File: config.mk
export PLATFORM = sky130hd
export DESIGN_NAME = lane_serializer
export DESIGN_NICKNAME = d
export VERILOG_FILES = /design/src/rtl/lane_ser_pkg.sv /design/src/rtl/lane_loader.sv /design/src/rtl/lane_shifter.sv /design/src/rtl/lane_frame_ctrl.sv /design/src/rtl/lane_serializer.sv
export SDC_FILE = /design/constraint.sdc
export NUM_CORES = 1
export LEC_CHECK = 0
export ABC_AREA = 1
export BUFFER_PORTS_ARGS = -buffer_cell sky130_fd_sc_hd__buf_4
export CAP_MARGIN = 20
export CORE_MARGIN = 8
export CORE_UTILIZATION = 25
export DETAILED_ROUTE_END_ITERATION = 7
export HOLD_SLACK_MARGIN = 0.05
export MAX_ROUTING_LAYER = met4
export SKIP_LAST_GASP = 1
export SLEW_MARGIN = 5
export SYNTH_ARGS = -nofsm -noshare
export SYNTH_HDL_FRONTEND = slang
export SYNTH_HIERARCHICAL = 1
export SYNTH_SLANG_ARGS = --single-unit
File: constraint.sdc
create_clock -name clk -period 2.2 [get_ports clk]
set_input_delay 0.44 -clock clk [delete_from_list [all_inputs] [get_ports clk]]
set_output_delay 0.44 -clock clk [all_outputs]
set_load 0.1 [all_outputs]
File: src/rtl/lane_ser_pkg.sv
package lane_ser_pkg;

  typedef struct packed {
    logic one_lane;
    logic long_word;
  } lane_cfg_t;

  // codes 0/2 two lanes, 5/7 one lane; bit 1 set means long word;
  // anything unlisted maps to the two-lane long-word arrangement
  function automatic lane_cfg_t decode_lane_code(input logic [2:0] code);
    lane_cfg_t c;
    case (code)
      3'd0:    c = '{one_lane: 1'b0, long_word: 1'b0};
      3'd5:    c = '{one_lane: 1'b1, long_word: 1'b0};
      3'd7:    c = '{one_lane: 1'b1, long_word: 1'b1};
      default: c = '{one_lane: 1'b0, long_word: 1'b1};
    endcase
    return c;
  endfunction

endpackage

File: src/rtl/lane_loader.sv
module lane_loader
  import lane_ser_pkg::*;
#(
  parameter int LONG_W  = 24,
  parameter int SHORT_W = 20,
  parameter int SR_W    = 2 * LONG_W
) (
  input  logic [LONG_W-1:0] word_a,
  input  logic [LONG_W-1:0] word_b,
  input  lane_cfg_t         cfg,
  output logic [SR_W-1:0]   img_a,
  output logic [SR_W-1:0]   img_b
);
  localparam int SH_W = $clog2(SR_W + 1);
  localparam logic [LONG_W-1:0] SHORT_MASK = {LONG_W{1'b1}} >> (LONG_W - SHORT_W);

  logic [LONG_W-1:0] a_w, b_w;
  logic [SH_W-1:0]   w, top_sh;
  logic [SR_W-1:0]   a_top, b_top;

  always_comb begin
    a_w    = cfg.long_word ? word_a : (word_a & SHORT_MASK);
    b_w    = cfg.long_word ? word_b : (word_b & SHORT_MASK);
    w      = cfg.long_word ? SH_W'(LONG_W) : SH_W'(SHORT_W);
    top_sh = SH_W'(SR_W) - w;
    a_top  = SR_W'(a_w) << top_sh;
    b_top  = SR_W'(b_w) << top_sh;
    if (cfg.one_lane) begin
      img_a = a_top | (b_top >> w);
      img_b = '0;
    end else begin
      img_a = a_top;
      img_b = b_top;
    end
  end
endmodule

File: src/rtl/lane_shifter.sv
module lane_shifter #(
  parameter int SR_W = 48
) (
  input  logic            clk,
  input  logic            rst_n,
  input  logic            load,
  input  logic [SR_W-1:0] img,
  input  logic            shift_en,
  input  logic            two_step,
  output logic            bit_rise,
  output logic            bit_fall
);
  logic [SR_W-1:0] sr;

  always_ff @(posedge clk or negedge rst_n) begin
    if (!rst_n)        sr <= '0;
    else if (load)     sr <= img;
    else if (shift_en) sr <= two_step ? (sr << 2) : (sr << 1);
  end

  assign bit_rise = sr[SR_W-1];
  assign bit_fall = two_step ? sr[SR_W-2] : sr[SR_W-1];
endmodule

File: src/rtl/lane_frame_ctrl.sv
module lane_frame_ctrl #(
  parameter int CNT_W = 6
) (
  input  logic             clk,
  input  logic             rst_n,
  input  logic             in_valid,
  input  logic [CNT_W-1:0] frame_clocks,
  output logic             in_ready,
  output logic             accept,
  output logic             busy,
  output logic             frame_mark,
  output logic             overrun
);
  logic [CNT_W-1:0] remain;
  logic             first_q;

  assign busy       = (remain != '0);
  assign in_ready   = !busy;
  assign accept     = in_valid && in_ready;
  assign frame_mark = first_q;

  always_ff @(posedge clk or negedge rst_n) begin
    if (!rst_n) begin
      remain  <= '0;
      first_q <= 1'b0;
      overrun <= 1'b0;
    end else begin
      first_q <= accept;
      if (accept)    remain <= frame_clocks;
      else if (busy) remain <= remain - 1'b1;
      if (in_valid && busy) overrun <= 1'b1;
    end
  end


  mark_in_frame_chk: assert property (@(posedge clk) disable iff (!rst_n)
    frame_mark |-> busy);

  mark_after_accept_chk: assert property (@(posedge clk) disable iff (!rst_n)
    accept |=> frame_mark);

  mark_single_clock_chk: assert property (@(posedge clk) disable iff (!rst_n)
    frame_mark |=> !frame_mark);

  overrun_set_chk: assert property (@(posedge clk) disable iff (!rst_n)
    (in_valid && busy) |=> overrun);

  overrun_sticky_chk: assert property (@(posedge clk) disable iff (!rst_n)
    overrun |=> overrun);
endmodule

File: src/rtl/lane_serializer.sv
module lane_serializer
  import lane_ser_pkg::*;
#(
  parameter int LONG_W  = 24,
  parameter int SHORT_W = 20
) (
  input  logic              clk,
  input  logic              rst_n,
  input  logic [2:0]        lane_code,
  input  logic              sdr_sel,
  input  logic              in_valid,
  output logic              in_ready,
  input  logic [LONG_W-1:0] chan_a,
  input  logic [LONG_W-1:0] chan_b,
  output logic              lane_a_rise,
  output logic              lane_a_fall,
  output logic              lane_b_rise,
  output logic              lane_b_fall,
  output logic              bit_en,
  output logic              frame_mark,
  output logic              overrun
);
  localparam int SR_W  = 2 * LONG_W;
  localparam int CNT_W = $clog2(SR_W + 1);
  localparam int NLANE = 2;

  lane_cfg_t        cfg_in;
  logic [CNT_W-1:0] lane_bits, frame_clocks;
  logic             accept, busy;
  logic             sdr_q, one_lane_q;
  logic [SR_W-1:0]  img   [NLANE];
  logic             rise  [NLANE];
  logic             fall  [NLANE];

  always_comb begin
    cfg_in    = decode_lane_code(lane_code);
    lane_bits = cfg_in.long_word ? CNT_W'(LONG_W) : CNT_W'(SHORT_W);
    if (cfg_in.one_lane) lane_bits = lane_bits << 1;
    frame_clocks = sdr_sel ? lane_bits : (lane_bits >> 1);
  end

  always_ff @(posedge clk or negedge rst_n) begin
    if (!rst_n) begin
      sdr_q      <= 1'b0;
      one_lane_q <= 1'b0;
    end else if (accept) begin
      sdr_q      <= sdr_sel;
      one_lane_q <= cfg_in.one_lane;
    end
  end

  lane_frame_ctrl #(.CNT_W(CNT_W)) u_ctrl (
    .clk          (clk),
    .rst_n        (rst_n),
    .in_valid     (in_valid),
    .frame_clocks (frame_clocks),
    .in_ready     (in_ready),
    .accept       (accept),
    .busy         (busy),
    .frame_mark   (frame_mark),
    .overrun      (overrun)
  );

  lane_loader #(.LONG_W(LONG_W), .SHORT_W(SHORT_W), .SR_W(SR_W)) u_load (
    .word_a (chan_a),
    .word_b (chan_b),
    .cfg    (cfg_in),
    .img_a  (img[0]),
    .img_b  (img[1])
  );

  for (genvar g = 0; g < NLANE; g++) begin : g_lane
    lane_shifter #(.SR_W(SR_W)) u_shift (
      .clk      (clk),
      .rst_n    (rst_n),
      .load     (accept),
      .img      (img[g]),
      .shift_en (busy),
      .two_step (!sdr_q),
      .bit_rise (rise[g]),
      .bit_fall (fall[g])
    );
  end

  assign bit_en      = busy;
  assign lane_a_rise = busy & rise[0];
  assign lane_a_fall = busy & fall[0];
  assign lane_b_rise = busy & rise[1];
  assign lane_b_fall = busy & fall[1];


  lane_b_quiet_chk: assert property (@(posedge clk) disable iff (!rst_n)
    (bit_en && one_lane_q) |-> (!lane_b_rise && !lane_b_fall));

  sdr_halves_match_chk: assert property (@(posedge clk) disable iff (!rst_n)
    (bit_en && sdr_q) |-> (lane_a_rise == lane_a_fall && lane_b_rise == lane_b_fall));

  idle_lanes_low_chk: assert property (@(posedge clk) disable iff (!rst_n)
    !bit_en |-> !(lane_a_rise || lane_a_fall || lane_b_rise || lane_b_fall));
endmodule

==> results of run 1 <==
per-layer routing:
layer	part of all wire, %	vias up	GRT usage (%)
li1	-	3486	-
met1	48	3183	15.0
met2	47	146	18.3
met3	4.5	11	2.48
met4	0.80	0	2.08
met5	0	-	-
power by group:
group	internal [mW]	leakage, nW	switching, mW	total [mW]
Clock	1.14	0.166	0.740	1.88
Sequential	2.75	1.31	0.530	3.28
Combinational	1.67	3.01	3.01	4.68
Total	5.56	4.49	4.28	9.84
synth_stat cells:
cell | n | share of area [%]
nor2_8 | 4 | 1.1
ha_1 | 2 | 0.34
o21ai_1 | 2 | 0.14
dfrtp_1 | 105 | 36
a21boi_0 | 26 | 2.7
buf_4 | 31 | 3.2
o21bai_1 | 2 | 0.21
inv_2 | 10 | 0.52
buf_8 | 2 | 0.41
buf_6 | 13 | 2.0
nor2_4 | 3 | 0.46
nand2_4 | 1 | 0.15
nand3_2 | 6 | 0.82
buf_2 | 37 | 2.5
nor2_1 | 37 | 1.9
a21oi_1 | 39 | 2.7
a21boi_1 | 14 | 1.4
o21ai_0 | 28 | 1.9
nand2_2 | 2 | 0.17
nor3_2 | 8 | 1.1
xor2_1 | 1 | 0.12
clkbuf_1 | 6 | 0.31
nor2_2 | 2 | 0.17
conb_1 | 2 | 0.10
nand4_1 | 2 | 0.17
nand2_1 | 567 | 29
inv_1 | 67 | 3.5
inv_4 | 2 | 0.17
nand3_1 | 94 | 6.5
flip-flops by register name (all words and copies together), names as in the netlist:
name	cells
g_lane.u_shift/sr	96
sdr_q	1
u_ctrl/frame_mark	1
u_ctrl/overrun	1
u_ctrl/remain	6
kinds of logic (layout without fill, tap and decap cells):
logic type	Yosys count	in the layout	synth area share [%]
simple gates	726	727	41.7
buf+inv	168	193	12.6
compound gates	111	111	9.06
flops	105	105	36.1
fa+ha+maj	2	2	0.343
other cells	2	25	0.103
xor+xnor	1	1	0.120
worst paths after layout:
path                                           from                  endpoint  slack (ns)  cells past startpoint
setup reg to reg                   u_ctrl/remain[1]  g_lane[1].u_shift/sr[20]        0.13                     12
setup / recovery                   u_ctrl/remain[1]                  in_ready        0.07                      6
min in group asynchronous                     rst_n  g_lane[0].u_shift/sr[40]        0.59                      2
max in group asynchronous                     rst_n  g_lane[1].u_shift/sr[14]        0.93                      3
hold reg to reg            g_lane[1].u_shift/sr[14]  g_lane[1].u_shift/sr[14]        0.48                      2
hold / removal                              sdr_sel                     sdr_q        0.34                      3
cell type report:
class                           count  area (sq um)  area share, %
Multi-Input combinational cell    866          3900           45.3
Clock buffer                       11           243           2.82
Clock inverter                      5           103           1.19
Tap cell                          384           480           5.59
Timing Repair Buffer               98           927           10.8
Inverter                           79           319           3.71
Sequential cell                   105          2630           30.6
tightest hold or removal path: cells and delay by family:
kind,cells,cell delay (ns)
AOI/OAI and AO/OA,1,0.06
buffers and inverters,1,0.11
and+or+nand+nor,1,0.05
what timing repair did:
item                                    4_1_cts  5_1_grt
endpoints found under the setup margin        5       73
resized for setup                            21       10
cloned                                        1        1
hold endpoints to repair                     17        0
hold buffers                                  1        0
pin swaps                                     2        4
buffers inserted                              3        8
==> results.md, run 1 <==
* Result of the run: completed
* Reported leakage power at ~4.5 nW
* Area enclosed by the die boundary at about 35000 sq um
* Final setup skew at 0.00643 ns
* Synth warn at 6
* Pin count of the biggest net entering global routing at 61
* Initial antenna violation count at 0
* Final net count at 1216
* Number of iterations in the first detailed-routing pass at 5
* Synth-to-Final Area Change at 17.9%
* Post-Synthesis Cells at between 1000 and 1500
* Cell family contributing the most delay on the critical path: buffers and inverters
* Initial core utilization at 25.4%
* Element type at the critical path start: register
* Antenna cell count at 0
* Commonest cells after routing, fill and taps aside: nand2_1, dfrtp_1, nand3_1, buf_4, inv_1
* Slew at the pin closest to its max-slew limit at 0.512 ns
* Detail-routed via count per cell at 4.41
* Post-route total power at 9.84 mW
* CP cell instances: inv_2 > ha_4 > nand2_4 > buf_4 > nor2_4 > buf_4
* Most common cell type on the critical path: buf_4
* Area after DPL at 8010 sq um
* Leading cell type in the layout, fill and taps excluded: nand2_1
* Cell type of the slowest stage on the worst timing path: dfrtp_1
* Category of the worst setup path capture point: output pin
* Drt initial violations at 576
* Layout cell share with drive strength beyond 1 at 13.9%
* Die Y-Extent at around 190 microns
* Area of the mapped netlist at 7290 sq um
* Count of cell types in the netlist at 29
* Latest clock arrival within the worst-skew pair at 0.36 ns
* Drt total wl at 20100 microns
* Overall Global Routing Usage at 11.5%
* Data arrival time at the worst-slack endpoint at 1.69 ns
* Number of remaining DRC errors at 0
* FILL cells at 3172
* CP Data Required Time at roughly 1.8 ns
* Count of nets left with antenna violations after detail routing at 0
* Overall via count from detail_route at 6826
* Via count of the first global-routing pass at 6383
* TritonCTS clock tree: done
* Root Buffer Master: clkbuf_16
* Post-placement worst setup slack at 0.0827 ns
* Number of clock sinks at approximately 110
* Clock transition at the registers of the reported paths at 0.07 ns
* Highest ir drop seen on vdd at 0.000528 V
* H-tree levels at 3
* Count of buffers inserted at the top-level ports at 62
* Number of rows created at floorplan at 62
* Final core utilization at 29.9%
* Total negative slack for setup checks at 0 ns
* Worst Path Class, Setup: register to output pin
* Layout Cells excl Fill at about 1500
* Post-synthesis average cell area at 6.54 sq um
* GR Overflow Total at 0
* Endpoints failing setup at 0
* Detail-routed net length per standard cell at 13.0 microns
* Synthesized flop and latch total at 105
* Post-route minimum period at 2.13 ns
* Area of the core at 28700 sq um
* Final critical-path setup slack at 0.0689 ns
* Global-route wire length before repair at roughly 33000 microns
* Hold Fails Final Rpt at 0
* Critical-path maximum fanout at 5
* Critical Path Max Stage Delay at just over 0.4 ns
* Worst path buffer plus inverter count at 3
* Placed cells at 1518
* PwrDens at about 1100 nW/um^2
* # Max-Cap Violations at 0
* Post-route worst hold slack at ~0.34 ns
* Number of buffers inserted during clock tree synthesis at 9
* Worst-case headroom to the max-slew limit at between 60% and 70%
* Achievable clock frequency at approximately 0.47 GHz
* Die X at ~190 microns
* Total count of max-transition violations in the final report at 0
* Cell area after layout at 8600 sq um
* HPWL after DPL at 13300 microns
* Sequential-to-total area share from yosys stat at 36.1%
* Class of the tightest hold or removal check: input port to register
* Routability congestion estimate at 0.831
* Number of ports placed on the die boundary at 63
* Final Cycle Share at 96.9%
* Worst-case clock buffer depth at 2
No activity file was read; power rests on OpenSTA's default activity.
==> run 2, diff against run 1 <==
--- a/config.mk
+++ b/config.mk
@@ -13,6 +13,7 @@
 export DETAILED_ROUTE_END_ITERATION = 7
 export HOLD_SLACK_MARGIN = 0.05
 export MAX_ROUTING_LAYER = met4
+export RECOVER_POWER = 25
 export SKIP_LAST_GASP = 1
 export SLEW_MARGIN = 5
 export SYNTH_ARGS = -nofsm -noshare
==> results.md, run 2 (same netlist as run 1, synthesis figures left out) <==
* Result of the run: completed
* Number of rows created at floorplan at 62 (unchanged)
* Initial antenna violation count at 0 (unchanged)
* Number of clock sinks at 105 (unchanged)
* Final setup skew at 0.00575 ns (-0.000687 ns)
* Class of the tightest hold or removal check: input port to register
* Reported leakage power at 4.48 nW (-0.13%)
* Clock transition at the registers of the reported paths at 0.07 ns (about the same)
* Achievable clock frequency at 0.469 GHz (about the same)
* Leading cell type in the layout, fill and taps excluded: nand2_1
* Post-route total power at 9.82 mW (-0.12%)
* Drt initial violations at 561 (-2.6%)
* Worst Path Class, Setup: register to output pin
* Number of iterations in the first detailed-routing pass at 5 (unchanged)
* Hold Fails Final Rpt at 0 (unchanged)
* Routability congestion estimate at 0.831 (unchanged)
* Area after DPL at 8010 sq um (unchanged)
* Overall via count from detail_route at 6842 (+0.23%)
* Data arrival time at the worst-slack endpoint at 1.69 ns (about the same)
* Largest register FFs at 96 (unchanged)
* Layout cell share with drive strength beyond 1 at 13.9% (unchanged)
* Root Buffer Master: clkbuf_16
* Detail-routed via count per cell at 4.42 (+0.23%)
* Count of buffers inserted at the top-level ports at 62 (unchanged)
* HPWL after DPL at 13300 microns (unchanged)
* Initial core utilization at 25.4% (unchanged)
* Number of buffers inserted during clock tree synthesis at 9 (unchanged)
* H-tree levels at 3 (unchanged)
* Critical-path maximum fanout at 5 (unchanged)
* Drt total wl at 20000 microns (-0.18%)
* Global-route wire length before repair at 32600 microns (unchanged)
* Area of the core at 28700 sq um (unchanged)
* Die Y-Extent at 187 microns (unchanged)
* # Max-Cap Violations at 0 (unchanged)
* TritonCTS clock tree: done
* Element type at the critical path start: register
* GR Overflow Total at 0 (unchanged)
* Slew at the pin closest to its max-slew limit at 0.880 ns (+0.369 ns)
* Highest ir drop seen on vdd at 0.000529 V (about the same)
* Post-route minimum period at 2.13 ns (-0.000963 ns)
* Latest clock arrival within the worst-skew pair at 0.35 ns (about the same)
* Biggest registers after layout: g_lane.u_shift/sr: 96 flops, u_ctrl/remain: 6 flops
* Count of nets left with antenna violations after detail routing at 0 (unchanged)
* Register with the most flip-flops: g_lane.u_shift/sr
* Detail-routed net length per standard cell at 12.9 microns (-0.18%)
* Total count of max-transition violations in the final report at 0 (unchanged)
* Overall Global Routing Usage at 11.5% (unchanged)
* Cell area after layout at 8580 sq um (-0.20%)
* Area enclosed by the die boundary at 34900 sq um (unchanged)
* Category of the worst setup path capture point: output pin
* Pin count of the biggest net entering global routing at 61 (unchanged)
* Final Cycle Share at 96.8% (about the same)
* Synth-to-Final Area Change at 17.7%
* PwrDens at 1150 nW/um^2 (about the same)
* Via count of the first global-routing pass at 6383 (unchanged)
* Worst-case headroom to the max-slew limit at 41.3% (-25 points)
* Commonest cells after routing, fill and taps aside: nand2_1, dfrtp_1, nand3_1, buf_4, inv_1
* Final net count at 1216 (unchanged)
* Worst-case clock buffer depth at 2 (unchanged)
* Die X at 187 microns (unchanged)
* Antenna cell count at 0 (unchanged)
* Number of remaining DRC errors at 0 (unchanged)
* Endpoints failing setup at 0 (unchanged)
* Number of ports placed on the die boundary at 63 (unchanged)
* CP Data Required Time at 1.76 ns (about the same)
[run 2: final timing paths]
path	from	end	slack, ns	cells past startpoint
setup / recovery	u_ctrl/remain[1]	in_ready	0.07	6
hold / removal	sdr_sel	sdr_q	0.34	3
min in group asynchronous	rst_n	g_lane[0].u_shift/sr[40]	0.74	2
max in group asynchronous	rst_n	g_lane[1].u_shift/sr[26]	0.28	3
setup reg to reg	u_ctrl/remain[1]	g_lane[1].u_shift/sr[20]	0.14	12
hold reg to reg	g_lane[1].u_shift/sr[14]	g_lane[1].u_shift/sr[14]	0.48	2
[run 2: final cells by class]
type	count	area, sq um
fillers	3174	20100
multi-input cells	866	3900
flip-flops and latches	105	2630
repair buffers	98	910
well taps	384	480
inverters	79	319
clock buffers	11	243
clock inverters	5	103
[run 2: timing repair]
item	CTS	global route
endpoints found under the setup margin	5	73
gates resized for setup	21	10
buffers inserted	3	8
hold buffers	1	0
pin swaps	2	4
gates cloned	1	1
hold endpoints to repair	17	0
[run 2: stage by stage]
| stage | hold WS [ns] | util (%) | TNS, ns | worst slack (ns) | instances |
|---|---|---|---|---|---|
| 3_5_place_dp | 0.431 | 27.9 | 0 | 0.0827 | 1518 |
| 2_1_floorplan | 0.144 | - | 0 | 0.0363 | 1138 |
| 5_1_grt | 0.382 | 29.9 | -0.00496 | -0.00496 | 1548 |
| 4_1_cts | 0.340 | 29.6 | 0 | 0.00339 | 1539 |
| 3_3_place_gp | 0.436 | 27.9 | 0 | 0.116 | 1518 |
| 6_report | 0.341 | 29.9 | 0 | 0.0699 | 1548 |
[run 2: worst max-delay path, cell delays in order, from the launching register on]
cell     delay (ns)
dfrtp_1        0.41
inv_2          0.09
ha_4           0.15
nand2_4        0.06
buf_4          0.14
nor2_4         0.17
buf_4          0.32
[run 2: where the power goes]
group          internal [mW]  switching, mW
clock                   1.14          0.740
sequential              2.75          0.529
combinational           1.67           3.00
total                   5.56           4.27
[run 2: per-layer routing]
| metal | wire length (microns) | GRT usage, % |
|---|---|---|
| met3 | 854 | 2.48 |
| met1 | 9630 | 15.0 |
| met5 | 0 | - |
| met2 | 9400 | 18.3 |
| met4 | 159 | 2.08 |
